--- src/rtl/rli_pkg.sv ---
package rli_pkg;

  localparam int RLI_NREG_DEFAULT = 32;

  typedef struct packed {
    logic raw;
    logic war;
    logic waw;
    logic held;
    logic flag;
  } rli_cause_t;

endpackage

--- src/rtl/rli_lock_bank.sv ---
module rli_lock_bank #(
  parameter int NREG = 32
) (
  input  logic            clk,
  input  logic            rst,
  input  logic [NREG-1:0] set_mask,
  input  logic [NREG-1:0] clr_mask,
  output logic [NREG-1:0] lock
);

  for (genvar i = 0; i < NREG; i++) begin : g_bit
    always_ff @(posedge clk) begin
      if (rst) begin
        lock[i] <= 1'b0;
      end else if (set_mask[i]) begin
        lock[i] <= 1'b1;
      end else if (clr_mask[i]) begin
        lock[i] <= 1'b0;
      end
    end
  end

endmodule

--- src/rtl/rli_flag_lock.sv ---
module rli_flag_lock (
  input  logic clk,
  input  logic rst,
  input  logic set_i,
  input  logic clr_i,
  output logic lock
);

  always_ff @(posedge clk) begin
    if (rst) begin
      lock <= 1'b0;
    end else if (set_i) begin
      lock <= 1'b1;
    end else if (clr_i) begin
      lock <= 1'b0;
    end
  end

endmodule

--- src/rtl/rli_hazard.sv ---
module rli_hazard
  import rli_pkg::*;
#(
  parameter int NREG = 32
) (
  input  logic [NREG-1:0] cand_src,
  input  logic [NREG-1:0] cand_dst,
  input  logic            cand_needs_flags,
  input  logic [NREG-1:0] src_lock,
  input  logic [NREG-1:0] dst_lock,
  input  logic            flag_lock,
  output rli_cause_t      cause,
  output logic            stall
);

  always_comb begin
    cause.raw  = |(cand_src & dst_lock);
    cause.war  = |(cand_dst & src_lock);
    cause.waw  = |(cand_dst & dst_lock);
    cause.held = |(cand_src & src_lock);
    cause.flag = cand_needs_flags & flag_lock;
    stall      = cause.raw | cause.war | cause.waw | cause.held | cause.flag;
  end

endmodule

--- src/rtl/rli_forward.sv ---
module rli_forward #(
  parameter int NREG = 32
) (
  input  logic            clk,
  input  logic            rst,
  input  logic [NREG-1:0] dst_rel_mask,
  input  logic [NREG-1:0] cand_src,
  input  logic            decode,
  output logic            fwd_valid
);

  logic [NREG-1:0] rel_q;

  always_ff @(posedge clk) begin
    if (rst) begin
      rel_q <= '0;
    end else begin
      rel_q <= dst_rel_mask;
    end
  end

  assign fwd_valid = decode & (|(cand_src & rel_q));

endmodule

--- src/rtl/reg_lock_interlock.sv ---
module reg_lock_interlock
  import rli_pkg::*;
#(
  parameter int NREG = rli_pkg::RLI_NREG_DEFAULT
) (
  input  logic            clk,
  input  logic            rst,
  input  logic            cand_valid,
  input  logic [NREG-1:0] cand_src,
  input  logic [NREG-1:0] cand_dst,
  input  logic            cand_is_cmp,
  input  logic            cand_needs_flags,
  input  logic [NREG-1:0] src_rel_mask,
  input  logic [NREG-1:0] dst_rel_mask,
  input  logic            flags_done,
  output logic            fetch_stall,
  output logic            fwd_valid
);

  logic [NREG-1:0] src_lock;
  logic [NREG-1:0] dst_lock;
  logic            flag_lock;
  logic            decode;
  logic [NREG-1:0] src_set;
  logic [NREG-1:0] dst_set;
  rli_cause_t      cause;

  assign decode  = cand_valid & ~fetch_stall;
  assign src_set = decode ? cand_src : '0;
  assign dst_set = decode ? cand_dst : '0;

  rli_lock_bank #(.NREG(NREG)) u_src_bank (
    .clk      (clk),
    .rst      (rst),
    .set_mask (src_set),
    .clr_mask (src_rel_mask),
    .lock     (src_lock)
  );

  rli_lock_bank #(.NREG(NREG)) u_dst_bank (
    .clk      (clk),
    .rst      (rst),
    .set_mask (dst_set),
    .clr_mask (dst_rel_mask),
    .lock     (dst_lock)
  );

  rli_flag_lock u_flag (
    .clk   (clk),
    .rst   (rst),
    .set_i (decode & cand_is_cmp),
    .clr_i (flags_done),
    .lock  (flag_lock)
  );

  rli_hazard #(.NREG(NREG)) u_hazard (
    .cand_src         (cand_src),
    .cand_dst         (cand_dst),
    .cand_needs_flags (cand_needs_flags),
    .src_lock         (src_lock),
    .dst_lock         (dst_lock),
    .flag_lock        (flag_lock),
    .cause            (cause),
    .stall            (fetch_stall)
  );

  rli_forward #(.NREG(NREG)) u_fwd (
    .clk          (clk),
    .rst          (rst),
    .dst_rel_mask (dst_rel_mask),
    .cand_src     (cand_src),
    .decode       (decode),
    .fwd_valid    (fwd_valid)
  );

endmodule

--- config.mk ---
export PLATFORM = sky130hd
export DESIGN_NAME = reg_lock_interlock
export DESIGN_NICKNAME = d
export VERILOG_FILES = /design/src/rtl/rli_pkg.sv /design/src/rtl/rli_lock_bank.sv /design/src/rtl/rli_flag_lock.sv /design/src/rtl/rli_hazard.sv /design/src/rtl/rli_forward.sv /design/src/rtl/reg_lock_interlock.sv
export SDC_FILE = /design/constraint.sdc
export NUM_CORES = 1
export LEC_CHECK = 0
export ABC_AREA = 1
export BUFFER_PORTS_ARGS = -buffer_cell sky130_fd_sc_hd__buf_2
export CAP_MARGIN = 10
export CORE_MARGIN = 2
export CORE_UTILIZATION = 47
export CTS_BUF_LIST = sky130_fd_sc_hd__clkbuf_16
export CTS_CLUSTER_DIAMETER = 150
export CTS_CLUSTER_SIZE = 28
export DETAILED_ROUTE_END_ITERATION = 12
export PLACE_DENSITY_LB_ADDON = 0.2
export SYNTH_ARGS = -nofsm -noshare
export SYNTH_HDL_FRONTEND = slang
export SYNTH_SLANG_ARGS = --single-unit
--- constraint.sdc ---
create_clock -name clk -period 1.6 [get_ports clk]
set_input_delay 0.24 -clock clk [delete_from_list [all_inputs] [get_ports clk]]
set_output_delay 0.24 -clock clk [all_outputs]
set_load 0.02 [all_outputs]
==> impl_metrics.ini, run 1 <==
[detailed_routing]
postRouteAntennaNets = 0
wire_per_inst_um = 15.25
drc_errors = 0
first_iter_violations = 317
drtPass1Iterations = 5
wl_um = 15830
via_per_inst = 5.202
num_vias = 5400

[placed_design]
dp_cells = 1004
io_buffers = 135
post_dp_cell_area_um2 = 5798
dp_slack_ns = -0.2431
routabilityCongestion = 0.9448
dp_hpwl_um = 10660

[logic_synthesis]
synth_cell_type_count = 16
syn-num-nets = 836
synth_area_per_cell_um2 = 6.514
ys_seq_area_share_pct = 42.46
syn_area_um2 = 4573
synthDominantCellAreaShare_pct = 42.46
synth.area.top_cells = dfxtp_1, nand2_1, nand4_1
synthesis.instances = 702
ys_warn_count = 0
synth-seq-cells = 97
yosys.area.top_type = dfxtp_1

[floorplanning]
top_level_ports = 136
dieArea_um2 = 10540
start_util_pct = 47.67
die_h_um = 102.6
row_count = 36
die_w_um = 102.6
core_area_um2 = 9594

[final_layout]
utilization_pct = 71.30
fillers = 821
nNetsFinal = 1034
drive_above_1_share_pct = 38.23
final_cells = 1038
final_common_cell = nand2_1
mostFrequentLayoutCells = nand2_1, buf_2, nand4_1
antenna_cells = 0
fin_area_um2 = 6840
synthToLayoutAreaGrowth_pct = 49.58

[timing]
fmax_mhz = 488.1
max-slew-margin-rel_pct = 68.30
period_needed_ns = 2.049
fin_skew_ns = 0.005696
fin_crit_sh_pct = 128.0
worst_pin_slew_ns = 0.4755
hold_viol_final = 0
rsz0062_at_grt = true
tns_ns = -11.86
setup_ws_ns = -0.4487
setup_violations = 67
slew_violations = 0

[hold_path]
hp-class = input port to register

[global_route]
grt_pass1_wl_um = 23590
track_usage_pct = 29.19
grt_antenna_before_repair = 0
grt_pass1_vias = 4999
grt_max_degree = 98
overflow = 0

[setup_path]
crit_path_end_kind = output port
cp.required_ns = 1.36
path_max_fanout = 3
ff2ff_setup_slack_ns = -0.25
crit_arrival_ns = 1.81
cp-start-kind = register
critPathKind = register to output port

[run]
maxCapViolations = 0

[clocking]
cts.path.max_buffers = 2
cts_root_buf = clkbuf_16
htreeDepth = 3
clkTransAtPathRegs_ns = 0.07
postCtsHoldBufs = 0
cts.sinks = 97
cts_tree = yes
cts_buffers = 9
clock_latency_ns = 0.34

[power_and_ir_drop]
powerDensity_nw_per_um2 = 1406
leakagePower_nw = 3.330
max-vdd-ir-drop_mv = 0.7566

[run_status]
violations = negative setup slack
outcome = finished with violations
-- layout make-up --
| class | count | area, um^2 | area share, % |
|---|---|---|---|
| Clock buffer | 9 | 225.2 | 3.292 |
| Clock inverter | 7 | 87.58 | 1.280 |
| Inverter | 68 | 255.2 | 3.731 |
| Multi-Input combinational cell | 505 | 2514 | 36.75 |
| Sequential cell | 97 | 1978 | 28.92 |
| Tap cell | 133 | 166.4 | 2.433 |
| Timing Repair Buffer | 219 | 1614 | 23.60 |
-- through the flow --
step                power, W  hold WS [ns]
detailed placement  0.005194        0.4615
CTS                 0.009260        0.1076
floorplan           0.004255        0.3651
global route        0.009961        0.1160
finish              0.009617        0.1054
global placement    0.005162        0.4506
-- flip-flops by register name, indices dropped and copies added, names as in the netlist --
register         cells
u_fwd.rel_q         32
u_dst_bank.lock     32
u_src_bank.lock     32
u_flag.lock          1
-- worst max-delay path, stage by stage (launching register included) --
cell     delay, ns
dfxtp_2       0.34
nand2_2       0.08
nand3_2       0.10
nor2_4        0.14
nand2_2       0.06
nor2_2        0.11
nand3_2       0.09
nor2_4        0.18
nand3_4       0.10
a21oi_4       0.13
buf_6         0.13
-- cells in the mapped netlist, drive strengths merged --
master / number
a211oi: 1
a21oi: 67
a22o: 1
buf: 18
clkbuf: 14
dfxtp: 97
inv: 68
nand2: 278
nand3: 15
nand4: 75
nor2: 66
nor4: 2
-- power by group --
group	leakage (nW)	internal [W]	total (W)	switching, W
Clock	0.154	0.00136	0.00229	0.000937
Sequential	0.806	0.00260	0.00272	0.000119
Combinational	2.37	0.00241	0.00460	0.00218
-- cells by family after synthesis --
family / Yosys count / synth area share (%)
AO/OA/AOI/OAI: 69 / 7.688
AND/OR/NAND/NOR: 436 / 40.52
buffers and inverters: 100 / 9.330
flip-flops: 97 / 42.46
-- path summary, 6_finish.rpt --
check	from	end	depth (start not counted)
worst max-delay path	u_src_bank.lock[29]$_SDFFE_PP0P_	fwd_valid	10
worst min-delay path	dst_rel_mask[29]	u_fwd.rel_q[29]$_SDFF_PP0_	3
worst max register to register	u_dst_bank.lock[26]$_SDFFE_PP0P_	u_src_bank.lock[21]$_SDFFE_PP0P_	13
worst min register to register	u_src_bank.lock[6]$_SDFFE_PP0P_	u_src_bank.lock[6]$_SDFFE_PP0P_	2
-- what timing repair did --
item	4_1_cts	5_1_grt
cloned	6	1
setup buffers	8	9
setup endpoints to repair	67	67
gates resized for setup	63	94
pin swaps	45	74
-- routing by layer --
layer  vias to the layer above  wire [um]  global-route usage, %
met4                         0        481                  12.82
met1                      2477       6720                  39.12
met5                         -          0                      0
met2                       219       7503                  46.96
li1                       2667          -                      -
met3                        37       1129                  4.203
No activity file was read; power rests on OpenSTA's default activity.
==> inputs of run 2 (changes only) <==
--- a/config.mk
+++ b/config.mk
@@ -15,6 +15,7 @@
 export CTS_CLUSTER_SIZE = 28
 export DETAILED_ROUTE_END_ITERATION = 12
 export PLACE_DENSITY_LB_ADDON = 0.2
+export SKIP_CTS_REPAIR_TIMING = 1
 export SYNTH_ARGS = -nofsm -noshare
 export SYNTH_HDL_FRONTEND = slang
 export SYNTH_SLANG_ARGS = --single-unit
==> impl_metrics.ini, run 2 (synthesis gave the netlist of run 1 again) <==
[power_and_ir_drop]
max-vdd-ir-drop_mv = 0.6661
power.total_w = 0.008622
powerDensity_nw_per_um2 = 1317
leakagePower_nw = 3.210

[setup_path]
crit_arrival_ns = 1.80
critPathKind = register to output port
cp-start-kind = register
cp.required_ns = 1.36
reg2reg_depth = 13
path_max_fanout = 4
crit_path_end_kind = output port

[detailed_routing]
via_per_inst = 5.172
wl_um = 15280
num_vias = 5337
wire_per_inst_um = 14.80
first_iter_violations = 305
postRouteAntennaNets = 0
drc_errors = 0
drtPass1Iterations = 5

[floorplanning]
die_w_um = 102.6
start_util_pct = 47.67
die_h_um = 102.6
dieArea_um2 = 10540
top_level_ports = 136
core_area_um2 = 9594
row_count = 36

[final_layout]
nNetsFinal = 1028
final_common_cell = nand2_1
mostFrequentLayoutCells = nand2_1, buf_2, nand4_1, dfxtp_1, inv_1
fillers = 882
synthToLayoutAreaGrowth_pct = 43.20
final_cells = 1032
fin_area_um2 = 6549
drive_above_1_share_pct = 33.59
antenna_cells = 0
top_regs = u_dst_bank.lock: 32 flops, u_fwd.rel_q: 32 flops, u_src_bank.lock: 32 flops

[timing]
rsz0062_at_grt = true
slew_violations = 0
tns_ns = -10.58
fmax_mhz = 490.1
hold_viol_final = 0
max-slew-margin-rel_pct = 70.87
fin_skew_ns = 0.007603
setup_violations = 67
fin_crit_sh_pct = 127.5
setup_ws_ns = -0.4405
worst_pin_slew_ns = 0.4370
period_needed_ns = 2.040

[clocking]
cts_root_buf = clkbuf_16
htreeDepth = 3
cts_tree = yes
cts.sinks = 97
cts_buffers = 9
clkTransAtPathRegs_ns = 0.07
clock_latency_ns = 0.34
cts.path.max_buffers = 2

[hold_path]
hold_depth = 3
hp-class = input port to register

[global_route]
track_usage_pct = 27.18
grt_pass1_wl_um = 22310
grt_antenna_before_repair = 0
overflow = 0
grt_pass1_vias = 4808
grt_max_degree = 98

[placed_design]
dp_cells = 1004
post_dp_cell_area_um2 = 5798
routabilityCongestion = 0.9448
io_buffers = 135
dp_hpwl_um = 10660
dp_slack_ns = -0.2431

[run]
maxCapViolations = 0

[run_status]
outcome = finished with violations
violations = negative setup slack
## run 2: report_power, final
| group | internal, W | switching, W | leakage (nW) |
|---|---|---|---|
| Sequential | 0.00260 | 0.000116 | 0.803 |
| Clock | 0.00136 | 0.000932 | 0.154 |
| Combinational | 0.00174 | 0.00188 | 2.25 |
| Total | 0.00570 | 0.00293 | 3.21 |
## run 2: metrics by stage
step / util, % / hold WS, ns
floorplan: - / 0.3651
global placement: 60.43 / 0.4506
detailed placement: 60.43 / 0.4615
CTS: 63.69 / 0.1076
global route: 68.26 / 0.1182
finish: 68.26 / 0.1092
## run 2: final timing paths
kind	start	end	slack, ns
min reg2reg	u_src_bank.lock[22]$_SDFFE_PP0P_	u_src_bank.lock[22]$_SDFFE_PP0P_	0.47
min	dst_rel_mask[27]	u_fwd.rel_q[27]$_SDFF_PP0_	0.11
max	u_src_bank.lock[25]$_SDFFE_PP0P_	fwd_valid	-0.44
max reg2reg	u_src_bank.lock[25]$_SDFFE_PP0P_	u_dst_bank.lock[10]$_SDFFE_PP0P_	-0.27
## run 2: layer usage
| metal | wire length (um) | global-route usage (%) | up-vias |
|---|---|---|---|
| li1 | - | - | 2653 |
| met1 | 6589 | 37.06 | 2416 |
| met2 | 7181 | 43.64 | 234 |
| met3 | 1148 | 4.203 | 34 |
| met4 | 359 | 10.15 | 0 |
| met5 | 0 | 0 | - |
## run 2: final cells by class
| cell class | instances | area (um^2) | area share [%] |
|---|---|---|---|
| multi-input cells | 505 | 2396 | 36.59 |
| flip-flops and latches | 97 | 1969 | 30.07 |
| repair buffers | 213 | 1449 | 22.12 |
| inverters | 68 | 255.2 | 3.898 |
| clock buffers | 9 | 225.2 | 3.439 |
| well taps | 133 | 166.4 | 2.541 |
| clock inverters | 7 | 87.58 | 1.337 |
## run 2: critical path: stages (launching register included)
cell and delay [ns]:
dfxtp_1 0.33, nand2_1 0.08, nand3_2 0.09, nor2_2 0.15, nand2_1 0.07, nor2_1 0.09, nand3_1 0.12, nor2_4 0.18
nand3_4 0.10, a21oi_4 0.13, buf_6 0.13
==> inputs of run 3 (changes only) <==
--- a/config.mk
+++ b/config.mk
@@ -14,7 +14,7 @@
 export CTS_CLUSTER_DIAMETER = 150
 export CTS_CLUSTER_SIZE = 28
 export DETAILED_ROUTE_END_ITERATION = 12
-export PLACE_DENSITY_LB_ADDON = 0.2
+export PLACE_DENSITY = 0.73
 export SKIP_CTS_REPAIR_TIMING = 1
 export SYNTH_ARGS = -nofsm -noshare
 export SYNTH_HDL_FRONTEND = slang
==> impl_metrics.ini, run 3 (synthesis gave the netlist of run 1 again) <==
[power_and_ir_drop]
powerDensity_nw_per_um2 = 1202
seqPwrFrac_pct = 36.5
netSwitchingFraction_pct = 35.80
switchingPower_w = 0.002655
power.total_w = 0.007417
p_int_w = 0.004762
p_comb_share_pct = 38.1
leakagePower_nw = 3.051
pwr-share-clk_pct = 25.4
max-vdd-ir-drop_mv = 0.7565

[placed_design]
dp_hpwl_um = 10550
io_buffers = 135
dp_slack_ns = -0.2548
dp_cells = 998
routabilityCongestion = 0.9160
post_dp_cell_area_um2 = 5791

[detailed_routing]
wl_met3_um = 1036
wl_met1_um = 6208
drtPass1Iterations = 5
first_iter_violations = 337
drc_errors = 0
wire_per_inst_um = 14.26
via_per_inst = 5.153
num_vias = 5246
wl_met2_um = 6983
postRouteAntennaNets = 0
wl_um = 14510
maxUsedRoutingLayer = met4

[setup_path]
r2r_end = u_dst_bank.lock[6]$_SDFFE_PP0P_
reg2reg_depth = 14
ff2ff_setup_slack_ns = -0.32
crit_arrival_ns = 1.82
critical_path.most_common_cell = nand2_1
cp.required_ns = 1.36
worstSetupStartpoint = u_src_bank.lock[26]$_SDFFE_PP0P_
r2r-start = u_dst_bank.lock[20]$_SDFFE_PP0P_
crit_family = simple AND/OR/NAND/NOR gates
critPathBufInv = 1
cp_num_cells = 10
cp_slowest_cell = dfxtp_1
critPathKind = register to output port
crit_path_end_kind = output port
cp-start-kind = register
endpoint = fwd_valid
cp_cell_sequence = nand2_1, nand2_1, nor2_2, nand2_1, nor2_1, nand3_1, nor2_4, nand3_4, a21oi_4, buf_6
cpPeakStageDelay_ns = 0.33
path_max_fanout = 4

[hold_path]
hp-class = input port to register

[timing]
setup_violations = 67
fin_crit_sh_pct = 129.0
worst_pin_slew_ns = 0.4505
setup_ws_ns = -0.4638
max-slew-margin-rel_pct = 69.97
slew_violations = 0
fmax_mhz = 484.6
period_needed_ns = 2.064
rsz0062_at_grt = true
hold_viol_final = 0
fin_skew_ns = 0.006412

[clocking]
cts_root_buf = clkbuf_16
clkTransAtPathRegs_ns = 0.06
cts.path.max_buffers = 2
cts_tree = yes
htreeDepth = 3
clock_latency_ns = 0.34
cts_buffers = 9
cts.sinks = 97

[global_route]
overflow = 0
track_usage_pct = 27.21
grt_pass1_vias = 4844
grt_max_degree = 98
grt_pass1_wl_um = 22250
grt_antenna_before_repair = 0

[run_status]
violations = negative setup slack
outcome = finished with violations

[final_layout]
fin_area_um2 = 6170
mostFrequentLayoutCells = nand2_1, buf_2, dfxtp_1
final_cells = 1018
synthToLayoutAreaGrowth_pct = 34.91
antenna_cells = 0
utilization_pct = 64.31
top_regs = u_dst_bank.lock: 32 flops, u_fwd.rel_q: 32 flops, u_src_bank.lock: 32 flops
final_common_cell = nand2_1
drive_above_1_share_pct = 26.33
nNetsFinal = 1015

[run]
maxCapViolations = 0

[floorplanning]
dieArea_um2 = 10540
die_w_um = 102.6
row_count = 36
core_area_um2 = 9594
top_level_ports = 136
die_h_um = 102.6
start_util_pct = 47.67
==> run 3: changes by cell type in the layout (fill, tap and decap cells not counted), moves of 3 or more <==
cell       delta
dfxtp_2      -15
buf_6         +4
nor2_2        -8
nand2_1      +19
inv_1         +3
nor2_1       +10
dfxtp_1      +15
buf_4        -10
nand3_2       -4
nand2_2      -20
clkbuf_16     -5
nand3_1       +4
==> run 3: worst min-delay path, stage by stage <==
cell and delay, ns:
buf_2 0.07, inv_1 0.04, nor2_1 0.07
==> run 3: power by group through the flow <==
stage          Sequential (W)  Clock (W)  Combinational (W)
2_1_floorplan         0.00273          0            0.00153
3_3_place_gp          0.00275          0            0.00243
3_5_place_dp          0.00275          0            0.00245
4_1_cts               0.00270    0.00191            0.00247
5_1_grt               0.00273    0.00199            0.00303
6_report              0.00271    0.00189            0.00282
==> run 3: worst min path at each step <==
stage / startpoint / endpoint / slack [ns] / cells after the start
after global routing: dst_rel_mask[1] / u_fwd.rel_q[1]$_SDFF_PP0_ / 0.13 / 3
after floorplan: dst_rel_mask[0] / u_fwd.rel_q[0]$_SDFF_PP0_ / 0.37 / 2
after global placement: u_flag.lock$_SDFFE_PP0P_ / u_flag.lock$_SDFFE_PP0P_ / 0.45 / 2
after CTS: dst_rel_mask[30] / u_fwd.rel_q[30]$_SDFF_PP0_ / 0.11 / 3
final: dst_rel_mask[30] / u_fwd.rel_q[30]$_SDFF_PP0_ / 0.11 / 3
after detailed placement: dst_rel_mask[30] / u_fwd.rel_q[30]$_SDFF_PP0_ / 0.46 / 3
==> run 3: per-layer routing <==
metal	up-vias	global-route usage [%]
li1	2626	-
met1	2384	36.26
met2	211	45.25
met3	25	3.593
met4	0	9.846
met5	-	0
==> run 3: area by class of cell <==
class	instances	area (um^2)
Fill cell	876	3425
Timing Repair Buffer	200	1264
Multi-Input combinational cell	505	2286
Sequential cell	97	1951
Inverter	68	255.2
Clock buffer	9	225.2
Clock inverter	6	22.52
Tap cell	133	166.4
==> run 3: per-stage QoR <==
step / hold slack [ns] / setup TNS (ns)
6_report: 0.1144 / -11.99
5_1_grt: 0.1300 / -21.48
4_1_cts: 0.1123 / -10.94
3_5_place_dp: 0.4609 / -12.29
3_3_place_gp: 0.4507 / -9.381
2_1_floorplan: 0.3651 / -0.03288
